File: src/rtl/ps_pkg.sv
package ps_pkg;
  // Operation chosen for the current cycle, in priority order.
  typedef enum logic [1:0] {
    OP_HOLD = 2'd0,
    OP_LOAD = 2'd1,
    OP_SEND = 2'd2,
    OP_DONE = 2'd3
  } ps_op_e;

  localparam logic DIR_MSB_FIRST = 1'b0;
  localparam logic DIR_LSB_FIRST = 1'b1;
endpackage

File: src/rtl/ps_rst_sync.sv
module ps_rst_sync #(
  parameter int STAGES = 2
) (
  input  logic clk,
  input  logic rst_n_in,
  output logic rst_n_out
);
  logic [STAGES-1:0] sync_q;

  always_ff @(posedge clk or negedge rst_n_in) begin
    if (!rst_n_in) begin
      sync_q <= '0;
    end else begin
      sync_q <= {sync_q[STAGES-2:0], 1'b1};
    end
  end

  assign rst_n_out = sync_q[STAGES-1];
endmodule

File: src/rtl/ps_ctrl.sv
module ps_ctrl
  import ps_pkg::*;
(
  input  logic   load,
  input  logic   shift,
  input  logic   cnt_zero,
  output ps_op_e op
);
  // Load has the highest priority, then shift.
  always_comb begin
    if (load) begin
      op = OP_LOAD;
    end else if (shift && !cnt_zero) begin
      op = OP_SEND;
    end else if (shift) begin
      op = OP_DONE;
    end else begin
      op = OP_HOLD;
    end
  end
endmodule

File: src/rtl/ps_shreg.sv
module ps_shreg
  import ps_pkg::*;
#(
  parameter int WORD_W = 16
) (
  input  logic              clk,
  input  logic              rst_n,
  input  ps_op_e            op,
  input  logic              dir,
  input  logic [WORD_W-1:0] din,
  output logic [WORD_W-1:0] word_q,
  output logic              tx_bit
);
  logic [WORD_W-1:0] word_d;
  logic [WORD_W-1:0] shr;
  logic [WORD_W-1:0] shl;
  logic              word_en;

  // Zero-filled shifted views of the register, built bit by bit.
  genvar gi;
  generate
    for (gi = 0; gi < WORD_W; gi++) begin : g_shift
      if (gi == WORD_W - 1) begin : g_top
        assign shr[gi] = 1'b0;
      end else begin : g_mid_r
        assign shr[gi] = word_q[gi+1];
      end
      if (gi == 0) begin : g_bot
        assign shl[gi] = 1'b0;
      end else begin : g_mid_l
        assign shl[gi] = word_q[gi-1];
      end
    end
  endgenerate

  // Outgoing bit from the pre-shift register contents.
  assign tx_bit = (dir == DIR_LSB_FIRST) ? word_q[0] : word_q[WORD_W-1];

  always_comb begin
    word_en = 1'b0;
    word_d  = word_q;
    unique case (op)
      OP_LOAD: begin
        word_en = 1'b1;
        word_d  = din;
      end
      OP_SEND: begin
        word_en = 1'b1;
        word_d  = (dir == DIR_LSB_FIRST) ? shr : shl;
      end
      default: begin
        word_en = 1'b0;
        word_d  = word_q;
      end
    endcase
  end

  always_ff @(posedge clk or negedge rst_n) begin
    if (!rst_n) begin
      word_q <= '0;
    end else if (word_en) begin
      word_q <= word_d;
    end
  end
endmodule

File: src/rtl/ps_bitcnt.sv
module ps_bitcnt
  import ps_pkg::*;
#(
  parameter int WORD_W = 16,
  parameter int CNT_W  = 5
) (
  input  logic             clk,
  input  logic             rst_n,
  input  ps_op_e           op,
  output logic [CNT_W-1:0] cnt_q,
  output logic             cnt_zero
);
  localparam logic [CNT_W-1:0] CNT_FULL = CNT_W'(WORD_W);
  localparam logic [CNT_W-1:0] CNT_ONE  = CNT_W'(1);

  logic [CNT_W-1:0] cnt_d;
  logic             cnt_en;

  assign cnt_zero = (cnt_q == '0);

  always_comb begin
    cnt_en = 1'b0;
    cnt_d  = cnt_q;
    unique case (op)
      OP_LOAD: begin
        cnt_en = 1'b1;
        cnt_d  = CNT_FULL;
      end
      OP_SEND: begin
        cnt_en = 1'b1;
        cnt_d  = cnt_q - CNT_ONE;
      end
      default: begin
        cnt_en = 1'b0;
        cnt_d  = cnt_q;
      end
    endcase
  end

  always_ff @(posedge clk or negedge rst_n) begin
    if (!rst_n) begin
      cnt_q <= '0;
    end else if (cnt_en) begin
      cnt_q <= cnt_d;
    end
  end
endmodule

File: src/rtl/pword_serializer.sv
module pword_serializer
  import ps_pkg::*;
#(
  parameter int WORD_W = 16
) (
  input  logic              clk,
  input  logic              rst_n,
  input  logic              load_i,
  input  logic              shift_i,
  input  logic              dir_i,
  input  logic [WORD_W-1:0] pdata_i,
  output logic              sdata_o,
  output logic              valid_o,
  output logic              done_o
);
  localparam int CNT_W = $clog2(WORD_W + 1);

  logic             rst_core_n;
  ps_op_e           op;
  logic [WORD_W-1:0] word_q;
  logic             tx_bit;
  logic [CNT_W-1:0] bit_cnt;
  logic             cnt_zero;

  logic sdo_q, sdo_d;
  logic vld_q, vld_d;
  logic eoc_q, eoc_d;
  logic out_en;

  ps_rst_sync #(.STAGES(2)) u_rst_sync (
    .clk       (clk),
    .rst_n_in  (rst_n),
    .rst_n_out (rst_core_n)
  );

  ps_ctrl u_ctrl (
    .load     (load_i),
    .shift    (shift_i),
    .cnt_zero (cnt_zero),
    .op       (op)
  );

  ps_shreg #(.WORD_W(WORD_W)) u_shreg (
    .clk    (clk),
    .rst_n  (rst_core_n),
    .op     (op),
    .dir    (dir_i),
    .din    (pdata_i),
    .word_q (word_q),
    .tx_bit (tx_bit)
  );

  ps_bitcnt #(.WORD_W(WORD_W), .CNT_W(CNT_W)) u_bitcnt (
    .clk      (clk),
    .rst_n    (rst_core_n),
    .op       (op),
    .cnt_q    (bit_cnt),
    .cnt_zero (cnt_zero)
  );

  // Output flag next-state logic.
  always_comb begin
    out_en = 1'b1;
    sdo_d  = sdo_q;
    vld_d  = vld_q;
    eoc_d  = eoc_q;
    unique case (op)
      OP_LOAD: begin
        vld_d = 1'b0;
        eoc_d = 1'b0;
      end
      OP_SEND: begin
        sdo_d = tx_bit;
        vld_d = 1'b1;
        eoc_d = 1'b0;
      end
      OP_DONE: begin
        eoc_d = 1'b1;
      end
      default: begin
        out_en = 1'b0;
      end
    endcase
  end

  always_ff @(posedge clk or negedge rst_core_n) begin
    if (!rst_core_n) begin
      sdo_q <= 1'b0;
      vld_q <= 1'b0;
      eoc_q <= 1'b0;
    end else if (out_en) begin
      sdo_q <= sdo_d;
      vld_q <= vld_d;
      eoc_q <= eoc_d;
    end
  end

  assign sdata_o = sdo_q;
  assign valid_o = vld_q;
  assign done_o  = eoc_q;
endmodule

File: config.mk
export PLATFORM = sky130hd
export DESIGN_NAME = pword_serializer
export DESIGN_NICKNAME = d
export VERILOG_FILES = /design/src/rtl/ps_pkg.sv /design/src/rtl/ps_rst_sync.sv /design/src/rtl/ps_ctrl.sv /design/src/rtl/ps_shreg.sv /design/src/rtl/ps_bitcnt.sv /design/src/rtl/pword_serializer.sv
export SDC_FILE = /design/constraint.sdc
export NUM_CORES = 1
export LEC_CHECK = 0
export ABC_AREA = 0
export BUFFER_PORTS_ARGS = -buffer_cell sky130_fd_sc_hd__buf_2
export CAP_MARGIN = 20
export CORE_ASPECT_RATIO = 0.9
export CORE_UTILIZATION = 35
export DETAILED_ROUTE_END_ITERATION = 12
export PLACE_DENSITY = 0.54
export REMOVE_ABC_BUFFERS = 1
export SLEW_MARGIN = 5
export SYNTH_ARGS = -nofsm -noshare
export SYNTH_HDL_FRONTEND = slang
export SYNTH_SLANG_ARGS = --single-unit
File: constraint.sdc
create_clock -name clk -period 1.1 [get_ports clk]
set_clock_uncertainty 0.2 [all_clocks]
set_input_delay 0.22 -clock clk [delete_from_list [all_inputs] [get_ports clk]]
set_output_delay 0.22 -clock clk [all_outputs]
set_load 0.02 [all_outputs]
# [Word-level counts from Yosys, hierarchy flattened]
# Index checks and enable logic that the tools add are counted.
[word_totals] in_bits=21 reg_bits=26 elab_cells=32 out_inout_bits=3
[op_classes] muxes=11 n_eq_ne=3 addsub=1 reduce_logical=11
[ops] cell="$pmux W16 S2" n=1
[ops] cell="$mux W16" n=1
[ops] cell="$pmux W5 S2" n=1
[ops] cell="$reduce_and A2 Y1" n=4
[ops] cell="$mux W2" n=3
[ops] cell="$logic_not A5 Y1" n=1
[ops] cell="$sub A5 B1 Y5 const B" n=1
[ops] cell="$eq A2 B2 Y1 const B" n=2
[ops] cell="$pmux W1 S2" n=2
[ops] cell="$reduce_bool A2 Y1" n=2
[ops] cell="$mux W1" n=3
[ops] cell="$reduce_or A3 Y1" n=1
[ops] cell="$eq A2 B1 Y1 const B" n=1
[ops] cell="$reduce_or A2 Y1" n=1
[ops] cell="$logic_and A1 B1 Y1" n=1
[ops] cell="$logic_not A1 Y1" n=1

# [Depth between registers and ports, before layout]
# Gate-level depths: netlist (run 1).
[depth] depth_word=9 ltp_mapped=10 depth_no_buf=8

# [Modules after synthesis]
# A second synthesis (run 1) with hierarchy kept.
[hier_totals] cells_unflattened=137 hier_area_um2=1498.9
[modules_own_cells] mod="ps_shreg" n_inst=1 cells_per_inst=92 area_each_um2=983.4 seq_area_each_um2=400.4
[modules_own_cells] mod="ps_bitcnt" n_inst=1 cells_per_inst=29 area_each_um2=282.8 seq_area_each_um2=125.1
[modules_own_cells] mod="pword_serializer" n_inst=1 cells_per_inst=11 area_each_um2=165.2 seq_area_each_um2=75.1
[modules_own_cells] mod="ps_rst_sync" n_inst=1 cells_per_inst=3 area_each_um2=53.8 seq_area_each_um2=50.0
[modules_own_cells] mod="ps_ctrl" n_inst=1 cells_per_inst=2 area_each_um2=13.8 seq_area_each_um2=0.0

# [Worst setup path after synthesis (run 1)]
# OpenSTA, ideal clock, no wires.
[synth_timing] path_kind="reg-to-reg" start="reg u_bitcnt.cnt_q[0]" end="reg u_shreg.word_q[9]" path_slack_ns=-1.189 arrival_ns=1.971 t_required_ns=0.782 synth_period_minus_slack_ns=2.289 stages_incl_launch_ff=10 path_buffers=3 setup_time_ns=0.118 path_cell_list="dfrtp_1 > inv_1 > ha_1 > nor3b_1 > a31oi_1 > ha_1 > buf_2 > buf_2 > buf_2 > a21o_1"
[synth_via] elab_chain_cells=9 word_cells_on_any_way=12 cone_classes="2 x eq/ne; 4 x mux; 6 x reduce/logical"
[synth_lines] item="start, declared" line="ps_bitcnt.sv:10" rtl="output logic [CNT_W-1:0] cnt_q,"
[synth_lines] item="start signal, assigned" line="ps_bitcnt.sv:44" rtl="cnt_q <= cnt_d;"
[synth_lines] item="$logic_not A5 Y1 *" line="ps_bitcnt.sv:19" rtl="assign cnt_zero = (cnt_q == '0);"
[synth_lines] item="$logic_not A1 Y1 *" line="ps_ctrl.sv:13" rtl="end else if (shift && !cnt_zero) begin"
[synth_lines] item="$logic_and A1 B1 Y1 *" line="ps_ctrl.sv:13"
[synth_lines] item="$mux W2 *" line="ps_ctrl.sv:13"
[synth_lines] item="$mux W2 *" line="ps_ctrl.sv:11" rtl="if (load) begin"
[synth_lines] item="$eq A2 B1 Y1 / $eq A2 B2 Y1 (equally long branches)" line="ps_shreg.sv:42" rtl="unique case (op)"
[synth_lines] item="$reduce_or A2 Y1 (no source line)"
[synth_lines] item="$mux W1" line="ps_shreg.sv:42"
[synth_lines] item="$reduce_and A2 Y1 (no source line)"
[synth_lines] item="end signal, assigned" line="ps_shreg.sv:62" rtl="word_q <= word_d;"
[synth_lines] item="end, declared" line="ps_shreg.sv:11" rtl="output logic [WORD_W-1:0] word_q,"
# Every way passes the cells marked *; elsewhere a longest branch is shown, timed or not.
# A chain may end at the register's enable or synchronous reset.

# [Final worst setup path (run 1)]
[layout_timing] start="reg u_bitcnt.cnt_q[1]" end="reg u_bitcnt.cnt_q[3]"
[layout_via] elab_chain_cells=9 word_cells_on_any_way=13 cone_classes="1 x add/sub; 2 x eq/ne; 4 x mux; 6 x reduce/logical"
[layout_lines] item="$logic_not A5 Y1" line="ps_bitcnt.sv:19"
[layout_lines] item="$logic_not A1 Y1" line="ps_ctrl.sv:13"
[layout_lines] item="$logic_and A1 B1 Y1" line="ps_ctrl.sv:13"
[layout_lines] item="$mux W2" line="ps_ctrl.sv:13"
[layout_lines] item="$mux W2" line="ps_ctrl.sv:11"
[layout_lines] item="$eq A2 B1 Y1 / $eq A2 B2 Y1 (equally long branches)" line="ps_bitcnt.sv:24" rtl="unique case (op)"
[layout_lines] item="$reduce_or A2 Y1 (no source line)"
[layout_lines] item="$mux W1" line="ps_bitcnt.sv:24"
[layout_lines] item="$reduce_and A2 Y1 (no source line)"
# Parallel ways exist; a longest one is shown, timed or not.

==> metrics.csv, run 1 <==
metric,value,unit
clock-root-buffer,clkbuf_8,
seqPwrFrac,0.449,
clkPwrFrac,0.198,
grt_pass1_vias,1126,
clock_path_buffers,2,
synth_most_common_cell,dfrtp_1,
synthTopCellsByArea,"dfrtp_1, mux2i_1, a211oi_1",
numCtsBuffers,3,
routed_wirelength,3.53,mm
dr.pass1.iters,4,
antenna_found_initial,0,
start_util,0.373,
placed_area,1690,um2
final_area,2120,um2
syn_area,1410,um2
fin_crit,2.13,ns
violations,setup timing,
synthTopCellsByCount,"dfrtp_1, mux2i_1, nor2_1",
hold_path.class,reg2async,
vias,1198,
hold_violations,0,
synth_edf_count,0,
dr.first_iter.drc_count,58,
drive_above_1_share,0.444,
status,"finished, violations left",
peakVddDrop,0.000879,V
grt_max_degree,18,
dp_slack,-1.15,ns
internal-power,1.91,mW
startpoint_type,flip-flop,
synth-async-reset-ratio,1.00,
nets,216,
yosysTopAreaCellShare,0.461,
port_buffers,23,
diodes,0,
end_kind,flip-flop,
rr_worst_depth,8,
maxCapViolations,0,
globalRouteTotalUtil,0.175,
setup_ws,-1.03,ns
overflow,0,
htreeDepth,1,
die-area,4290,um2
yosys_warnings,0,
ys_ff_latch,26,
slew_violations,0,
row_count,21,
switching_share,0.301,
synthCells,136,
yosysTopAreaCell,dfrtp_1,
fillCellCount,350,
cts_tree,yes,
power_switching,822,uW
synth.distinct_cells,24,
criticalPathCategory,reg2reg,
synth-seq-area-share,0.461,
numClockSinks,26,
crit_path_max_fanout,7,
powerDensity,1290,nW/um2
cp.required,1.07,ns
gp_congestion,0.746,
timing.fmax,0.470,GHz
drc,0,
ant_nets,0,
wl_per_cell,15.0,um
synth_top_flop_cell,dfrtp_1,
vias_per_cell,5.10,
core,3780,um2
leakagePower,1.07,nW
io_pins,24,
hpwl,2.06,mm
finalSetupViolCount,27,
die_h,62.2,um
cp_data_arrival_time,2.09,ns
p_comb_frac,0.353,
grt_pass1_wl,5.51,mm
clk_pin_slew_worst_paths,0.09,ns
die_w,68.9,um
synth_area_per_cell,10.4,um2
min_period_over_period,1.93,
clock_latency,0.27,ns
rsz0062_at_grt,true,
syn2layout_area_growth,50.2,%
[placed cells by master, fill, tap and decap left out, drive strengths merged, types with 3 or more instances in the layout]
master	instances
a211oi	14
a21o	14
buf	59
clkbuf	3
dfrtp	26
ha	4
inv	4
mux2i	18
nand2	6
nand2b	4
nor2	17
o21ai	4
[registers in the layout (all words and copies together) (netlist names)]
name,count
u_bitcnt.cnt_q,5
u_shreg.word_q,16
valid_o,1
u_rst_sync.sync_q,2
done_o,1
sdata_o,1
[metrics by stage]
stage	power [mW]	utilization	setup TNS [ns]	std cells	hold WS [ns]
floorplan	1.60	-	-32.92	125	-0.276
global placement	1.87	0.446	-24.45	214	-0.193
detailed placement	1.89	0.446	-25.79	214	-0.193
CTS	2.67	0.535	-22.24	229	0.0252
global route	2.87	0.560	-25.75	235	0.0385
finish	2.73	0.560	-23.83	235	0.0124
[worst paths after layout]
path,slack [ns],endpoint,start
max in group asynchronous,0.07,done_o,u_rst_sync.sync_q[1]
min in group clk,0.07,u_shreg.word_q[15],pdata_i[15]
setup / recovery,-1.03,u_bitcnt.cnt_q[3],u_bitcnt.cnt_q[1]
hold reg to reg,0.01,u_shreg.word_q[13],u_rst_sync.sync_q[1]
hold / removal,0.01,u_shreg.word_q[13],u_rst_sync.sync_q[1]
setup reg to reg,-1.03,u_bitcnt.cnt_q[3],u_bitcnt.cnt_q[1]
[power by group through the flow]
stage          registers (mW)  clock network (mW)  logic (mW)
2_1_floorplan            1.24                   0       0.368
3_3_place_gp             1.23                   0       0.639
3_5_place_dp             1.23                   0       0.658
4_1_cts                  1.22               0.556       0.889
5_1_grt                  1.25               0.580        1.05
6_report                 1.23               0.540       0.965
[cells by family after synthesis]
group,share of synthesized area
buf+inv,0.0621
simple gates,0.102
mux,0.144
flops,0.461
fa+ha+maj,0.0355
compound gates,0.193
other cells,0.00266
[critical path: stages, from the launching register on]
cell     delay [ns]
dfrtp_1        0.39
inv_1          0.07
ha_2           0.17
nor3b_4        0.26
a31oi_4        0.13
ha_4           0.34
nor2_2         0.04
mux2_4         0.25
a22o_1         0.18
[per-layer routing]
| layer | vias to the layer above | track usage | routed length (um) |
|---|---|---|---|
| li1 | 584 | - | - |
| met1 | 591 | 0.253 | 1640 |
| met2 | 21 | 0.263 | 1740 |
| met3 | 2 | 0.0441 | 126 |
| met4 | 0 | 0.0306 | 19 |
| met5 | - | 0 | 0 |
[area by class of cell]
cell class / count / area (um2) / area share
clock buffer: 3 / 41.3 / 0.0195
inverter: 4 / 15.0 / 0.00708
multi-input combinational: 95 / 795 / 0.375
sequential: 26 / 651 / 0.307
tap: 46 / 57.6 / 0.0272
timing repair buffer: 61 / 561 / 0.264
[repair_timing]
| action | in CTS | in global routing |
|---|---|---|
| buffers inserted | 6 | 7 |
| pin swaps | 7 | 7 |
| gates cloned | 4 | 0 |
| endpoints found under the setup margin | 27 | 30 |
| endpoints found under the hold margin | 10 | 0 |
| hold buffers | 2 | 0 |
| gates resized for setup | 35 | 12 |
Power figures use the tool's default switching activity.
==> run 2: changes to the inputs <==
--- a/config.mk
+++ b/config.mk
@@ -13,6 +13,7 @@
 export DETAILED_ROUTE_END_ITERATION = 12
 export PLACE_DENSITY = 0.54
 export REMOVE_ABC_BUFFERS = 1
+export SETUP_SLACK_MARGIN = 0.1
 export SLEW_MARGIN = 5
 export SYNTH_ARGS = -nofsm -noshare
 export SYNTH_HDL_FRONTEND = slang
==> run 2 against run 1 <==
  * The flow finishes with violations (hold timing, setup timing)
  * Critical path depth did not move
  * Largest power group unchanged
  * Largest cell class unchanged
  * Non-clock buffer count is 1 lower
  * Cell count is 0.43% lower
  * Maximum frequency barely moved
  * Core utilization shrank 0.36 points
  * Via count down 0.50%
==> metrics.csv, run 2 (synthesis results as in run 1) <==
metric,value,unit,change
status,"finished, violations left",,
violations,"hold timing, setup timing",,
hold_path.class,reg2async,,
globalRouteTotalUtil,0.174,,-0.000372
rsz0062_at_grt,true,,
ant_nets,0,,unchanged
largest_reg_flops,16,,unchanged
grt_pass1_vias,1123,,-0.27%
wl_per_cell,15.1,um,+0.83%
antenna_found_initial,0,,unchanged
power,2.73,mW,about the same
cp_data_arrival_time,2.09,ns,about the same
vias,1192,,-0.50%
startpoint_type,flip-flop,,
diodes,0,,unchanged
clock_path_buffers,2,,unchanged
crit_path_max_fanout,7,,unchanged
die_w,68.9,um,unchanged
start_util,0.373,,unchanged
peakVddDrop,0.000878,V,-0.12%
dr.first_iter.drc_count,54,,-6.9%
die_h,62.2,um,unchanged
drc,0,,unchanged
syn2layout_area_growth,49.2,%,
multi_input_area,795,um2,unchanged
end_kind,flip-flop,,
clock_latency,0.27,ns,about the same
cp.required,1.07,ns,about the same
nets,215,,-0.46%
core,3780,um2,unchanged
row_count,21,,unchanged
registers.top_by_ff_count,u_shreg.word_q,,
finalSetupViolCount,27,,unchanged
fillCellCount,348,,-0.57%
clock-root-buffer,clkbuf_8,,
min_period_over_period,1.93,,about the same
layout_commonest_cell,dfrtp_1,,
setup_ws,-1.03,ns,-0.0000100 ns
routed_wirelength,3.54,mm,+0.40%
final_util,0.557,,-0.00364
drive_above_1_share,0.447,,+0.00236
overflow,0,,unchanged
leakagePower,1.06,nW,-0.51%
clk_pin_slew_worst_paths,0.09,ns,about the same
criticalPathCategory,reg2reg,,
numClockSinks,26,,unchanged
numCtsBuffers,3,,unchanged
port_buffers,23,,unchanged
most-common-layout-cells,"dfrtp_1, buf_4, buf_2",,
hold_violations,8,,+8
top_regs,"u_shreg.word_q (16), u_bitcnt.cnt_q (5), u_rst_sync.sync_q (2)",,
die-area,4290,um2,unchanged
fin_crit,2.13,ns,+0.0000100 ns
powerDensity,1300,nW/um2,+0.56%
dp_slack,-1.15,ns,unchanged
grt_max_degree,18,,unchanged
hpwl,2.06,mm,unchanged
io_pins,24,,unchanged
regArea,651,um2,unchanged
hold_slack,-0.0153,ns,-0.0277 ns
maxCapViolations,0,,unchanged
timing.fmax,0.470,GHz,about the same
slew_violations,0,,unchanged
cts_tree,yes,,
gp_congestion,0.746,,unchanged
vias_per_cell,5.09,,about the same
grt_pass1_wl,5.49,mm,-0.25%
dr.pass1.iters,4,,unchanged
htreeDepth,1,,unchanged
==> run 2: changes by cell type in the layout (fill, tap and decap cells not counted), sizes merged <==
cell	before	now
dlygate4sd3	2	1
==> run 2: path summary, 6_finish.rpt <==
path,slack [ns],start,to,cells after the start
max,-1.03,u_bitcnt.cnt_q[1],u_bitcnt.cnt_q[3],8
min,-0.02,u_rst_sync.sync_q[1],u_bitcnt.cnt_q[1],1
max reg2reg,-1.03,u_bitcnt.cnt_q[1],u_bitcnt.cnt_q[3],8
min reg2reg,-0.02,u_rst_sync.sync_q[1],u_bitcnt.cnt_q[1],1
max in group asynchronous,0.49,u_rst_sync.sync_q[1],u_shreg.word_q[15],1
min in group clk,0.07,pdata_i[15],u_shreg.word_q[15],3
==> run 2: timing repair <==
| item | in CTS | in global routing |
|---|---|---|
| hold buffers | 1 | 0 |
| hold endpoints to repair | 10 | 0 |
| cloned | 4 | 0 |
| endpoints found under the setup margin | 27 | 27 |
| pin swaps | 7 | 7 |
| buffers inserted | 6 | 7 |
| resized for setup | 35 | 11 |
==> run 2: area by class of cell <==
class	instances	share of cell area
multi-input cells	95	0.377
flip-flops and latches	26	0.309
repair buffers	60	0.260
well taps	46	0.0273
clock buffers	3	0.0196
inverters	4	0.00713
==> run 2: metal layers <==
metal | vias up | global-route usage | wire length, um
met5 | - | 0 | 0
met1 | 585 | 0.252 | 1650
met2 | 23 | 0.263 | 1730
li1 | 582 | - | -
met4 | 0 | 0.0306 | 19
met3 | 2 | 0.0441 | 135
==> run 2: per-stage QoR <==
stage | instance area (um2) | hold WS, ns | cells | TNS [ns]
4_1_cts | 2010 | -0.00905 | 228 | -22.24
3_3_place_gp | 1690 | -0.193 | 214 | -24.45
5_1_grt | 2110 | 0.00281 | 234 | -25.75
2_1_floorplan | 1340 | -0.276 | 125 | -32.92
6_report | 2110 | -0.0153 | 234 | -23.85
3_5_place_dp | 1690 | -0.193 | 214 | -25.79
==> run 2: critical path: stages (launching register included) <==
cell	delay [ns]
dfrtp_1	0.39
inv_1	0.07
ha_2	0.17
nor3b_4	0.26
a31oi_4	0.13
ha_4	0.34
nor2_2	0.04
mux2_4	0.25
a22o_1	0.18
==> run 2: power breakdown <==
part | switching, mW | leakage [nW] | internal, mW
Sequential | 0.124 | 0.319 | 1.10
Combinational | 0.406 | 0.724 | 0.557
Clock | 0.294 | 0.0216 | 0.246
==> run 3: changes to the inputs <==
--- a/config.mk
+++ b/config.mk
@@ -11,7 +11,7 @@
 export CORE_ASPECT_RATIO = 0.9
 export CORE_UTILIZATION = 35
 export DETAILED_ROUTE_END_ITERATION = 12
-export PLACE_DENSITY = 0.54
+export PLACE_DENSITY = 0.56
 export REMOVE_ABC_BUFFERS = 1
 export SETUP_SLACK_MARGIN = 0.1
 export SLEW_MARGIN = 5
==> constraint.sdc (replaced) <==
create_clock -name clk -period 1.84 [get_ports clk]
set_clock_uncertainty 0.2 [all_clocks]
set_input_delay 0.368 -clock clk [delete_from_list [all_inputs] [get_ports clk]]
set_output_delay 0.368 -clock clk [all_outputs]
set_load 0.02 [all_outputs]
==> run 3 against run 2 <==
  * The run ends with setup timing left
  * Global-route usage down 1.3 points
  * Flip-flop and latch count is the same
  * Setup slack better by 0.77 ns
  * Via count fell by 4.9%
  * Maximum frequency rose by 1.5%
  * Count of clock-buffer cells in the layout up 1
  * Largest cell class unchanged
  * Power shrank 40%
  * Sequential share of layout area up 2.5 points
  * Sequential power is 40% lower
==> metrics.csv, run 3 (synthesis results as in run 1) <==
metric,value,unit,change
die_w,68.9,um,unchanged
crit_slowest_cell,dfrtp_1,,
globalRouteTotalUtil,0.162,,-0.0126
start_util,0.373,,unchanged
registers.top_by_ff_count,u_shreg.word_q,,
vias_per_cell,5.13,,+0.64%
die_h,62.2,um,unchanged
maxCapViolations,0,,unchanged
port_buffers,23,,unchanged
largest_reg_flops,16,,unchanged
hold_violations,0,,-8
finalSetupViolCount,24,,-11%
grt_pass1_vias,1076,,-4.2%
slew_violations,0,,unchanged
clk_pin_slew_worst_paths,0.09,ns,about the same
leakagePower,0.994,nW,-6.7%
seqPwrFrac,0.449,,about the same
internal-power,1.14,mW,-40%
clock_latency,0.27,ns,about the same
crit_chain,"inv_2, ha_4, nor3b_4, a31oi_4, ha_4, nor2_2, mux2_4, a22o_1",,
clock_path_buffers,2,,unchanged
grt_max_degree,25,,+7
gp_congestion,0.758,,+1.5%
final_area,1950,um2,-7.4%
crit_path_max_fanout,6,,-1
fin_crit,2.10,ns,-0.0308 ns
startpoint_type,flip-flop,,
diodes,0,,unchanged
cts_tree,yes,,
overflow,0,,unchanged
io_pins,24,,unchanged
end_kind,flip-flop,,
status,"finished, violations left",,
numClockSinks,26,,unchanged
most-common-layout-cells,"dfrtp_1, buf_2, mux2i_1",,
setup_ws,-0.256,ns,+0.771 ns
criticalPathCategory,reg2reg,,
hold_path.class,reg2async,,
clkPwrFrac,0.232,,+0.034
top_regs,"u_shreg.word_q (16), u_bitcnt.cnt_q (5), u_rst_sync.sync_q (2)",,
syn2layout_area_growth,38.2,%,
wl_per_cell,14.4,um,-5.2%
numCtsBuffers,3,,unchanged
htreeDepth,1,,unchanged
slowest_delay,0.41,ns,+0.02 ns
grt_pass1_wl,5.24,mm,-4.5%
die-area,4290,um2,unchanged
power_switching,493,uW,-40%
row_count,21,,unchanged
switching_share,0.302,,+0.000480
dr.first_iter.drc_count,34,,-37%
peakVddDrop,0.000569,V,-35%
cp_data_arrival_time,2.07,ns,-0.02 ns
cp_common_cell,ha_4,,
clock-root-buffer,clkbuf_8,,
rsz0062_at_grt,true,,
nets,201,,-6.5%
vias,1133,,-4.9%
min_period_over_period,1.14,,-0.794
antenna_found_initial,0,,unchanged
drc,0,,unchanged
finalSetupTns,-4.06,ns,+19.79 ns
drive_above_1_share,0.429,,-0.0182
hold_slack,0.0226,ns,+0.0379 ns
cp.required,1.81,ns,+0.74 ns
dr.pass1.iters,4,,unchanged
p_comb_frac,0.319,,-0.034
ant_nets,0,,unchanged
powerDensity,836,nW/um2,-35%
placed_area,1620,um2,-4.2%
dp_slack,-0.405,ns,+0.743 ns
core,3780,um2,unchanged
timing.fmax,0.477,GHz,+1.5%
layout_commonest_cell,dfrtp_1,,
hpwl,1.96,mm,-4.9%
routed_wirelength,3.17,mm,-10%
violations,setup timing,,
run 3: cell types whose count changed in the layout (fill, tap and decap cells not counted), moves of 4 or more:
cell / change
buf_6: -8
a211oi_2: +4
a211oi_1: -4
buf_4: -7
run 3: area by class of cell:
class                           instances  area, um2
Fill cell                             362       1830
Multi-Input combinational cell         95        826
Sequential cell                        26        651
Timing Repair Buffer                   46        347
Tap cell                               46       57.6
Clock buffer                            4       55.1
Inverter                                4       15.0
run 3: per-layer routing:
layer	track usage	vias to the layer above	part of all wire
met5	0	-	0
met4	0.0230	0	0.0050
met3	0.0441	2	0.031
met2	0.251	18	0.49
met1	0.227	559	0.47
li1	-	554	-
run 3: power groups by stage:
| stage | clock network, mW | registers, mW | logic [mW] |
|---|---|---|---|
| finish | 0.378 | 0.733 | 0.520 |
| global route | 0.418 | 0.747 | 0.565 |
| CTS | 0.387 | 0.732 | 0.474 |
| detailed placement | 0 | 0.739 | 0.364 |
| global placement | 0 | 0.735 | 0.352 |
| floorplan | 0 | 0.739 | 0.220 |
run 3: metrics by stage:
stage          power, mW   util  std cells
2_1_floorplan      0.959      -        125
3_3_place_gp        1.09  0.427        208
3_5_place_dp        1.10  0.427        208
4_1_cts             1.59  0.487        219
5_1_grt             1.73  0.516        221
6_report            1.63  0.516        221
run 3: worst paths after layout:
path | start | slack (ns) | depth (start not counted) | end
worst min-delay path | u_rst_sync.sync_q[1] | 0.02 | 1 | u_bitcnt.cnt_q[4]
worst max-delay path | u_bitcnt.cnt_q[0] | -0.26 | 8 | u_bitcnt.cnt_q[3]
worst min register to register | u_rst_sync.sync_q[1] | 0.02 | 1 | u_bitcnt.cnt_q[4]
min in group clk | u_rst_sync.sync_q[0] | 0.16 | 0 | u_rst_sync.sync_q[1]
max in group asynchronous | rst_n | 1.15 | 2 | u_rst_sync.sync_q[0]
worst max register to register | u_bitcnt.cnt_q[0] | -0.26 | 8 | u_bitcnt.cnt_q[3]
run 3: what timing repair did:
action                                 in CTS  in global routing
hold buffers                                1                  0
gates cloned                                1                  1
setup endpoints to repair                  24                 24
resized for setup                          20                 23
setup buffers                               5                  2
endpoints found under the hold margin       2                  0
pin swaps                                   5                  7
run 3: critical path: cells and delay by family (launching register included):
kind,cells,cell delay [ns]
simple gates,2,0.27
mux,1,0.25
buf+inv,1,0.08
fa+ha+maj,2,0.47
compound gates,2,0.31
flops,1,0.41
